### src/rtl/imic_pkg.sv
package imic_pkg;
    localparam int ADDR_W = 10;
    localparam int DATA_W = 32;

    localparam logic [ADDR_W-1:0] A_GSET  = 10'h000;
    localparam logic [ADDR_W-1:0] A_GCLR  = 10'h001;
    localparam logic [ADDR_W-1:0] A_MSET  = 10'h040;
    localparam logic [ADDR_W-1:0] A_MCLR  = 10'h041;
    localparam logic [ADDR_W-1:0] A_DBM   = 10'h042;
    localparam logic [ADDR_W-1:0] A_CAUSE = 10'h043;
    localparam logic [1:0]        A_SCTL_HI = 2'b01;

    typedef enum logic [2:0] {
        OP_NONE,
        OP_GSET,
        OP_GCLR,
        OP_MSET,
        OP_MCLR,
        OP_DBW,
        OP_SCW
    } op_e;

    typedef struct packed {
        op_e               op;
        logic [2:0]        cpu;
        logic [7:0]        idx;
        logic [DATA_W-1:0] data;
    } cmd_t;

    typedef enum logic {
        ST_IDLE,
        ST_RESP
    } bus_st_e;
endpackage

### src/rtl/imic_bus_fsm.sv
module imic_bus_fsm
    import imic_pkg::*;
#(
    parameter int NUM_SRC = 64,
    parameter int CPU_W   = 1
) (
    input  logic              clk,
    input  logic              rst_n,
    input  logic              bus_valid,
    input  logic              bus_write,
    input  logic [CPU_W-1:0]  bus_cpu,
    input  logic [ADDR_W-1:0] bus_addr,
    input  logic [DATA_W-1:0] bus_wdata,
    input  logic [DATA_W-1:0] rd_word,
    output cmd_t              cmd,
    output logic [DATA_W-1:0] bus_rdata,
    output logic              bus_rvalid
);
    bus_st_e           state_q, state_d;
    logic [DATA_W-1:0] rdata_q;
    logic              rd_req;
    logic              idx_ok;
    logic              sctl_hit;
    logic              sctl_ok;

    assign rd_req   = bus_valid && !bus_write;
    assign idx_ok   = bus_wdata < DATA_W'(NUM_SRC);
    assign sctl_hit = bus_addr[ADDR_W-1:8] == A_SCTL_HI;
    assign sctl_ok  = {24'b0, bus_addr[7:0]} < DATA_W'(NUM_SRC);

    // write decode: applied at the same edge as the request
    always_comb begin
        cmd      = '0;
        cmd.op   = OP_NONE;
        cmd.cpu  = 3'(bus_cpu);
        cmd.data = bus_wdata;
        cmd.idx  = sctl_hit ? bus_addr[7:0] : bus_wdata[7:0];
        if (bus_valid && bus_write) begin
            if (sctl_hit) begin
                if (sctl_ok) cmd.op = OP_SCW;
            end else begin
                unique case (bus_addr)
                    A_GSET:  if (idx_ok) cmd.op = OP_GSET;
                    A_GCLR:  if (idx_ok) cmd.op = OP_GCLR;
                    A_MSET:  if (idx_ok) cmd.op = OP_MSET;
                    A_MCLR:  if (idx_ok) cmd.op = OP_MCLR;
                    A_DBM:   cmd.op = OP_DBW;
                    default: cmd.op = OP_NONE;
                endcase
            end
        end
    end

    // next-state logic
    always_comb begin
        state_d = state_q;
        unique case (state_q)
            ST_IDLE: state_d = rd_req ? ST_RESP : ST_IDLE;
            ST_RESP: state_d = rd_req ? ST_RESP : ST_IDLE;
            default: state_d = ST_IDLE;
        endcase
    end

    // state register
    always_ff @(posedge clk) begin
        if (!rst_n) state_q <= ST_IDLE;
        else        state_q <= state_d;
    end

    always_ff @(posedge clk) begin
        if (!rst_n)      rdata_q <= '0;
        else if (rd_req) rdata_q <= rd_word;
    end

    // outputs
    always_comb begin
        bus_rvalid = 1'b0;
        bus_rdata  = '0;
        unique case (state_q)
            ST_RESP: begin
                bus_rvalid = 1'b1;
                bus_rdata  = rdata_q;
            end
            default: begin
                bus_rvalid = 1'b0;
                bus_rdata  = '0;
            end
        endcase
    end
endmodule

### src/rtl/imic_glb_en.sv
module imic_glb_en
    import imic_pkg::*;
#(
    parameter int NUM_SRC  = 64,
    parameter int NUM_PCPU = 29
) (
    input  logic                        clk,
    input  logic                        rst_n,
    input  cmd_t                        cmd,
    output logic [NUM_SRC-NUM_PCPU-1:0] glb_en
);
    localparam int G_N  = NUM_SRC - NUM_PCPU;
    localparam int GI_W = (G_N > 1) ? $clog2(G_N) : 1;

    logic [7:0]      gi_full;
    logic [GI_W-1:0] gi;
    logic            shared_hit;

    assign shared_hit = cmd.idx >= 8'(NUM_PCPU);
    assign gi_full    = cmd.idx - 8'(NUM_PCPU);
    assign gi         = gi_full[GI_W-1:0];

    wire unused_glb = ^{cmd.cpu, cmd.data, gi_full};

    always_ff @(posedge clk) begin
        if (!rst_n) begin
            glb_en <= '0;
        end else if (shared_hit) begin
            if (cmd.op == OP_GSET)      glb_en[gi] <= 1'b1;
            else if (cmd.op == OP_GCLR) glb_en[gi] <= 1'b0;
        end
    end
endmodule

### src/rtl/imic_cpu_bank.sv
module imic_cpu_bank
    import imic_pkg::*;
#(
    parameter int NUM_SRC  = 64,
    parameter int NUM_PCPU = 29,
    parameter int DB_W     = 32,
    parameter int CPU_ID   = 0
) (
    input  logic                clk,
    input  logic                rst_n,
    input  cmd_t                cmd,
    output logic [NUM_PCPU-1:0] pcpu_en,
    output logic [NUM_SRC-1:0]  irq_um,
    output logic [NUM_SRC-1:0]  fiq_um,
    output logic [DB_W-1:0]     db_mask
);
    localparam int IDX_W = $clog2(NUM_SRC);
    localparam int PI_W  = $clog2(NUM_PCPU);

    logic             mine;
    logic             priv_hit;
    logic [IDX_W-1:0] si;
    logic [PI_W-1:0]  pi;

    assign mine     = cmd.cpu == 3'(CPU_ID);
    assign priv_hit = cmd.idx < 8'(NUM_PCPU);
    assign si       = cmd.idx[IDX_W-1:0];
    assign pi       = cmd.idx[PI_W-1:0];

    wire unused_bank = ^{cmd.data, cmd.idx};

    // private enable copy for the per-CPU sources
    always_ff @(posedge clk) begin
        if (!rst_n) begin
            pcpu_en <= '0;
        end else if (mine && priv_hit) begin
            if (cmd.op == OP_GSET)      pcpu_en[pi] <= 1'b1;
            else if (cmd.op == OP_GCLR) pcpu_en[pi] <= 1'b0;
        end
    end

    // unmask state: the routing register and the set/clear window share it
    always_ff @(posedge clk) begin
        if (!rst_n) begin
            irq_um <= '0;
            fiq_um <= '0;
        end else begin
            unique case (cmd.op)
                OP_MSET: if (mine) begin
                    irq_um[si] <= 1'b0;
                    fiq_um[si] <= 1'b0;
                end
                OP_MCLR: if (mine) irq_um[si] <= 1'b1;
                OP_SCW: begin
                    irq_um[si] <= cmd.data[CPU_ID];
                    fiq_um[si] <= cmd.data[8+CPU_ID];
                end
                default: ;
            endcase
        end
    end

    always_ff @(posedge clk) begin
        if (!rst_n)                          db_mask <= '0;
        else if (mine && cmd.op == OP_DBW)   db_mask <= cmd.data[DB_W-1:0];
    end
endmodule

### src/rtl/imic_out_stage.sv
module imic_out_stage
    import imic_pkg::*;
#(
    parameter int NUM_SRC = 64
) (
    input  logic               clk,
    input  logic               rst_n,
    input  logic [NUM_SRC-1:0] pend,
    input  logic [NUM_SRC-1:0] en,
    input  logic [NUM_SRC-1:0] irq_um,
    input  logic [NUM_SRC-1:0] fiq_um,
    output logic               irq_q,
    output logic               fiq_q,
    output logic [DATA_W-1:0]  cause
);
    logic [NUM_SRC-1:0] live;
    logic [NUM_SRC-1:0] act;
    logic               c_valid;
    logic [7:0]         c_idx;

    assign live = pend & en;
    assign act  = live & (irq_um | fiq_um);

    always_ff @(posedge clk) begin
        if (!rst_n) begin
            irq_q <= 1'b0;
            fiq_q <= 1'b0;
        end else begin
            irq_q <= |(live & irq_um);
            fiq_q <= |(live & fiq_um);
        end
    end

    // lowest index wins
    always_comb begin
        c_valid = 1'b0;
        c_idx   = '0;
        for (int s = NUM_SRC - 1; s >= 0; s--) begin
            if (act[s]) begin
                c_valid = 1'b1;
                c_idx   = 8'(s);
            end
        end
    end

    assign cause = {c_valid, 23'b0, c_idx};
endmodule

### src/rtl/imic_top.sv
module imic_top
    import imic_pkg::*;
#(
    parameter int NUM_SRC  = 64,
    parameter int NUM_PCPU = 29,
    parameter int NUM_CPU  = 2,
    parameter int DB_W     = 32,
    parameter int CPU_W    = (NUM_CPU > 1) ? $clog2(NUM_CPU) : 1
) (
    input  logic                    clk,
    input  logic                    rst_n,
    input  logic [NUM_SRC-1:0]      src_line,
    input  logic [NUM_CPU*DB_W-1:0] db_cause,
    input  logic                    bus_valid,
    input  logic                    bus_write,
    input  logic [CPU_W-1:0]        bus_cpu,
    input  logic [ADDR_W-1:0]       bus_addr,
    input  logic [DATA_W-1:0]       bus_wdata,
    output logic [DATA_W-1:0]       bus_rdata,
    output logic                    bus_rvalid,
    output logic [NUM_CPU-1:0]      irq_o,
    output logic [NUM_CPU-1:0]      fiq_o
);
    localparam int G_N   = NUM_SRC - NUM_PCPU;
    localparam int IDX_W = $clog2(NUM_SRC);

    cmd_t                       cmd;
    logic [DATA_W-1:0]          rd_word;
    logic [G_N-1:0]             glb_en;
    logic [NUM_PCPU-1:0]        pcpu_en [NUM_CPU];
    logic [NUM_SRC-1:0]         irq_um  [NUM_CPU];
    logic [NUM_SRC-1:0]         fiq_um  [NUM_CPU];
    logic [DB_W-1:0]            db_mask [NUM_CPU];
    logic [DATA_W-1:0]          cause   [NUM_CPU];
    logic [NUM_SRC-1:0]         en      [NUM_CPU];
    logic [NUM_SRC-1:0]         pend    [NUM_CPU];
    logic [NUM_CPU*NUM_SRC-1:0] en_all;
    logic [NUM_CPU*NUM_SRC-1:0] irq_um_all;
    logic [NUM_CPU*NUM_SRC-1:0] fiq_um_all;

    wire unused_line0 = src_line[0];

    imic_bus_fsm #(.NUM_SRC(NUM_SRC), .CPU_W(CPU_W)) u_bus (
        .clk        (clk),
        .rst_n      (rst_n),
        .bus_valid  (bus_valid),
        .bus_write  (bus_write),
        .bus_cpu    (bus_cpu),
        .bus_addr   (bus_addr),
        .bus_wdata  (bus_wdata),
        .rd_word    (rd_word),
        .cmd        (cmd),
        .bus_rdata  (bus_rdata),
        .bus_rvalid (bus_rvalid)
    );

    imic_glb_en #(.NUM_SRC(NUM_SRC), .NUM_PCPU(NUM_PCPU)) u_glb (
        .clk    (clk),
        .rst_n  (rst_n),
        .cmd    (cmd),
        .glb_en (glb_en)
    );

    for (genvar c = 0; c < NUM_CPU; c++) begin : g_cpu
        imic_cpu_bank #(
            .NUM_SRC  (NUM_SRC),
            .NUM_PCPU (NUM_PCPU),
            .DB_W     (DB_W),
            .CPU_ID   (c)
        ) u_bank (
            .clk     (clk),
            .rst_n   (rst_n),
            .cmd     (cmd),
            .pcpu_en (pcpu_en[c]),
            .irq_um  (irq_um[c]),
            .fiq_um  (fiq_um[c]),
            .db_mask (db_mask[c])
        );

        assign pend[c] = {src_line[NUM_SRC-1:1],
                          |(db_cause[c*DB_W +: DB_W] & db_mask[c])};
        assign en[c]   = {glb_en, pcpu_en[c]};

        assign en_all    [c*NUM_SRC +: NUM_SRC] = en[c];
        assign irq_um_all[c*NUM_SRC +: NUM_SRC] = irq_um[c];
        assign fiq_um_all[c*NUM_SRC +: NUM_SRC] = fiq_um[c];

        imic_out_stage #(.NUM_SRC(NUM_SRC)) u_out (
            .clk    (clk),
            .rst_n  (rst_n),
            .pend   (pend[c]),
            .en     (en[c]),
            .irq_um (irq_um[c]),
            .fiq_um (fiq_um[c]),
            .irq_q  (irq_o[c]),
            .fiq_q  (fiq_o[c]),
            .cause  (cause[c])
        );
    end

    // read mux, steered by the accessing CPU
    logic             sctl_hit;
    logic             sctl_ok;
    logic [IDX_W-1:0] sidx;

    assign sctl_hit = bus_addr[ADDR_W-1:8] == A_SCTL_HI;
    assign sctl_ok  = {24'b0, bus_addr[7:0]} < DATA_W'(NUM_SRC);
    assign sidx     = bus_addr[IDX_W-1:0];

    always_comb begin
        rd_word = '0;
        if (sctl_hit) begin
            if (sctl_ok) begin
                for (int c = 0; c < NUM_CPU; c++) begin
                    rd_word[c]   = irq_um[c][sidx];
                    rd_word[8+c] = fiq_um[c][sidx];
                end
            end
        end else if (bus_addr == A_DBM) begin
            rd_word = DATA_W'(db_mask[bus_cpu]);
        end else if (bus_addr == A_CAUSE) begin
            rd_word = cause[bus_cpu];
        end
    end
endmodule

### config.mk
export PLATFORM = sky130hd
export DESIGN_NAME = imic_top
export DESIGN_NICKNAME = d
export VERILOG_FILES = /design/src/rtl/imic_pkg.sv /design/src/rtl/imic_bus_fsm.sv /design/src/rtl/imic_glb_en.sv /design/src/rtl/imic_cpu_bank.sv /design/src/rtl/imic_out_stage.sv /design/src/rtl/imic_top.sv
export SDC_FILE = /design/constraint.sdc
export NUM_CORES = 2
export LEC_CHECK = 0
export ABC_CLOCK_PERIOD_IN_PS = 11300
export BUFFER_PORTS_ARGS = -buffer_cell sky130_fd_sc_hd__buf_2
export CORE_MARGIN = 2
export CORE_UTILIZATION = 35
export CTS_CLUSTER_DIAMETER = 120
export CTS_CLUSTER_SIZE = 24
export DETAILED_ROUTE_END_ITERATION = 16
export PLACE_DENSITY = 0.53
export SLEW_MARGIN = 40
export SYNTH_ARGS = -nofsm -noshare
export SYNTH_HDL_FRONTEND = slang
export SYNTH_HIERARCHICAL = 1
export SYNTH_SLANG_ARGS = --single-unit
export TNS_END_PERCENT = 20
### constraint.sdc
create_clock -name clk -period 11.3 [get_ports clk]
set_input_delay 2.26 -clock clk [delete_from_list [all_inputs] [get_ports clk]]
set_output_delay 2.26 -clock clk [all_outputs]
set_load 0.03 [all_outputs]
==> out/results.tsv <==
metric	value	unit
dp.cells	4201	
timing.fmax	164	MHz
outcome	completed	
yosysMostFrequentCell	dfxtp_1	
ios	212	
setup_tns	0	ns
clock-root-buffer	clkbuf_16	
avgSynthCellArea	8.64	sq um
holdPathStages	2	
cts-buffers-inserted	22	
crit_fanout	3	
drt.antenna.violating_nets	0	
cts_setup_buffers	0	
grt_pass1_wl	171000	microns
insertion_delay	0.61	ns
ir_drop	94.2	uV
yosys_register_bits	450	
max_cap_violations	0	
synth_cells	3158	
clkTransAtPathRegs	0.10	ns
instances_no_fill	4238	
wl_per_cell	27.9	microns
row_count	102	
hold_end	u_bus/rdata_q[23]	
leakage	9.98	nW
max_slew_margin	0.423	
cts.path.max_buffers	3	
finClkSkew	0.0372	ns
synth_common_cells	dfxtp_1 (450), o211ai_1 (416), nand2_1 (398)	
r2r_end	u_bus/rdata_q[0]	
groute.usage.overall	0.280	
drt_wl_total	118000	microns
cp-end-kind	register	
hold_violations	0	
dr.first_iter.drc_count	3214	
cts_hold_buf	0	
cts_tree	built	
drc	0	
dieHeight	283	microns
hold_start	u_bus/rdata_q[23]	
die_width	283	microns
r2r-start	g_cpu[0].u_bank/db_mask[0]	
yosysTopAreaCell	dfxtp_1	
area_delta_synth_final	7.76	%
cp_data_arrival_time	6.60	ns
worst_pin_slew	0.865	ns
gp_congestion	0.968	
ctsResizeCount	0	
htree_levels	1	
path_class	in -> reg	
ys_warn_count	6	
ys.flop_type	dfxtp_1	
p_per_area	97.8	mW/mm^2
fin_hold_ws	0.467	ns
die_area	0.0802	sq mm
vias_per_cell	6.40	
maxSlewViolCount	0	
final_nets	3363	
cts.sinks	450	
synthArstFlopShare	0	
rsz0062_at_grt	no	
period_minus_slack	6.10	ns
antenna_found_initial	16	
port_buffers	210	
hpwl	84100	microns
fp.coreArea	0.0773	sq mm
drive_above_1_share	0.147	
min_period_over_period	0.539	
synth-edff-count	0	
cp.required	11.81	ns
syn_area	0.0273	sq mm
start_util	0.353	
r2r_setup_slack	6.58	ns
vias	27100	
first_pass_iters	8	
grt_max_degree	92	
yosys.area.top_type_share	0.330	
grt_pass1_vias	24800	
start_kind	input port	
worstHoldPathType	reg -> reg	
yosysSeqAreaShare	0.330	
overflow	0	
setup_viol	0	
reg2reg_depth	14	
synthTopCellsByArea	dfxtp_1 (33%), o211ai_1 (11%), mux4_2 (7.8%)	
synth.distinct_cells	96	
-- cell usage in the layout, fill, tap and decap left out, drive strengths merged, types with 68 or more instances in the layout --
master	instances
dfxtp	450
o211ai	426
nand2	402
nand3	291
buf	260
o21ai	245
nand4	102
a21boi	102
mux4	98
o31ai	74
nor2	68
-- power by group --
part / switching (mW) / internal [mW] / total (mW)
clock: 0.573 / 0.396 / 0.970
sequential: 0.000325 / 1.59 / 1.59
combinational: 0.231 / 0.0878 / 0.319
-- how the worst max path moves through the flow --
stage	from	endpoint	slack, ns
after floorplan	db_cause[49]	u_bus/rdata_q[31]	6.13
after global placement	db_cause[0]	u_bus/rdata_q[0]	4.68
after detailed placement	db_cause[0]	u_bus/rdata_q[0]	4.74
after CTS	db_cause[0]	u_bus/rdata_q[0]	5.34
after global routing	db_cause[0]	u_bus/rdata_q[0]	4.95
final	db_cause[0]	u_bus/rdata_q[0]	5.20
-- logic make-up after synthesis --
group | after synthesis | synth area share
AOI/OAI and AO/OA | 1061 | 0.278
and+or+nand+nor | 1156 | 0.221
other | 3 | 0.000413
muxes | 163 | 0.106
DFF | 450 | 0.330
buffers and inverters | 317 | 0.0608
adders and majority gates | 2 | 0.000917
xor gates and xnor gates | 6 | 0.00193
-- critical path, stage by stage --
cell,delay (ns)
buf_2,0.10
a22o_1,0.21
a221oi_1,0.30
nand3_1,0.11
or4_1,0.75
o211ai_1,0.26
a21boi_1,0.33
nor3_1,0.11
a211oi_1,0.66
mux4_2,0.36
nor2b_1,0.50
nor4_1,0.20
o41ai_2,0.18
nand2_1,0.10
a21boi_0,0.16
-- cell type report --
class / count / area [sq um]
inverter: 12 / 45.0
multi-input combinational: 2440 / 16900
clock buffer: 24 / 589
tap: 1040 / 1300
antenna: 11 / 27.5
timing repair buffer: 260 / 1490
clock inverter: 1 / 30.0
fill: 8047 / 48000
sequential: 450 / 9010
-- layer usage --
layer	vias to the layer above	share of wire	global-route usage
met3	250	0.095	0.0502
li1	12200	-	-
met1	13200	0.42	0.384
met2	1464	0.44	0.438
met5	-	0.00040	0
met4	6	0.042	0.106
-- metrics by stage --
stage / power, mW / area [sq um] / util / setup WS (ns)
floorplan: 1.80 / 27500 / - / 6.13
global placement: 1.93 / 28600 / 0.370 / 4.68
detailed placement: 1.93 / 28700 / 0.371 / 4.74
CTS: 2.89 / 29300 / 0.379 / 5.34
global route: 2.95 / 29400 / 0.380 / 4.95
finish: 2.87 / 29400 / 0.380 / 5.20
(Power assumes the default switching activity.)
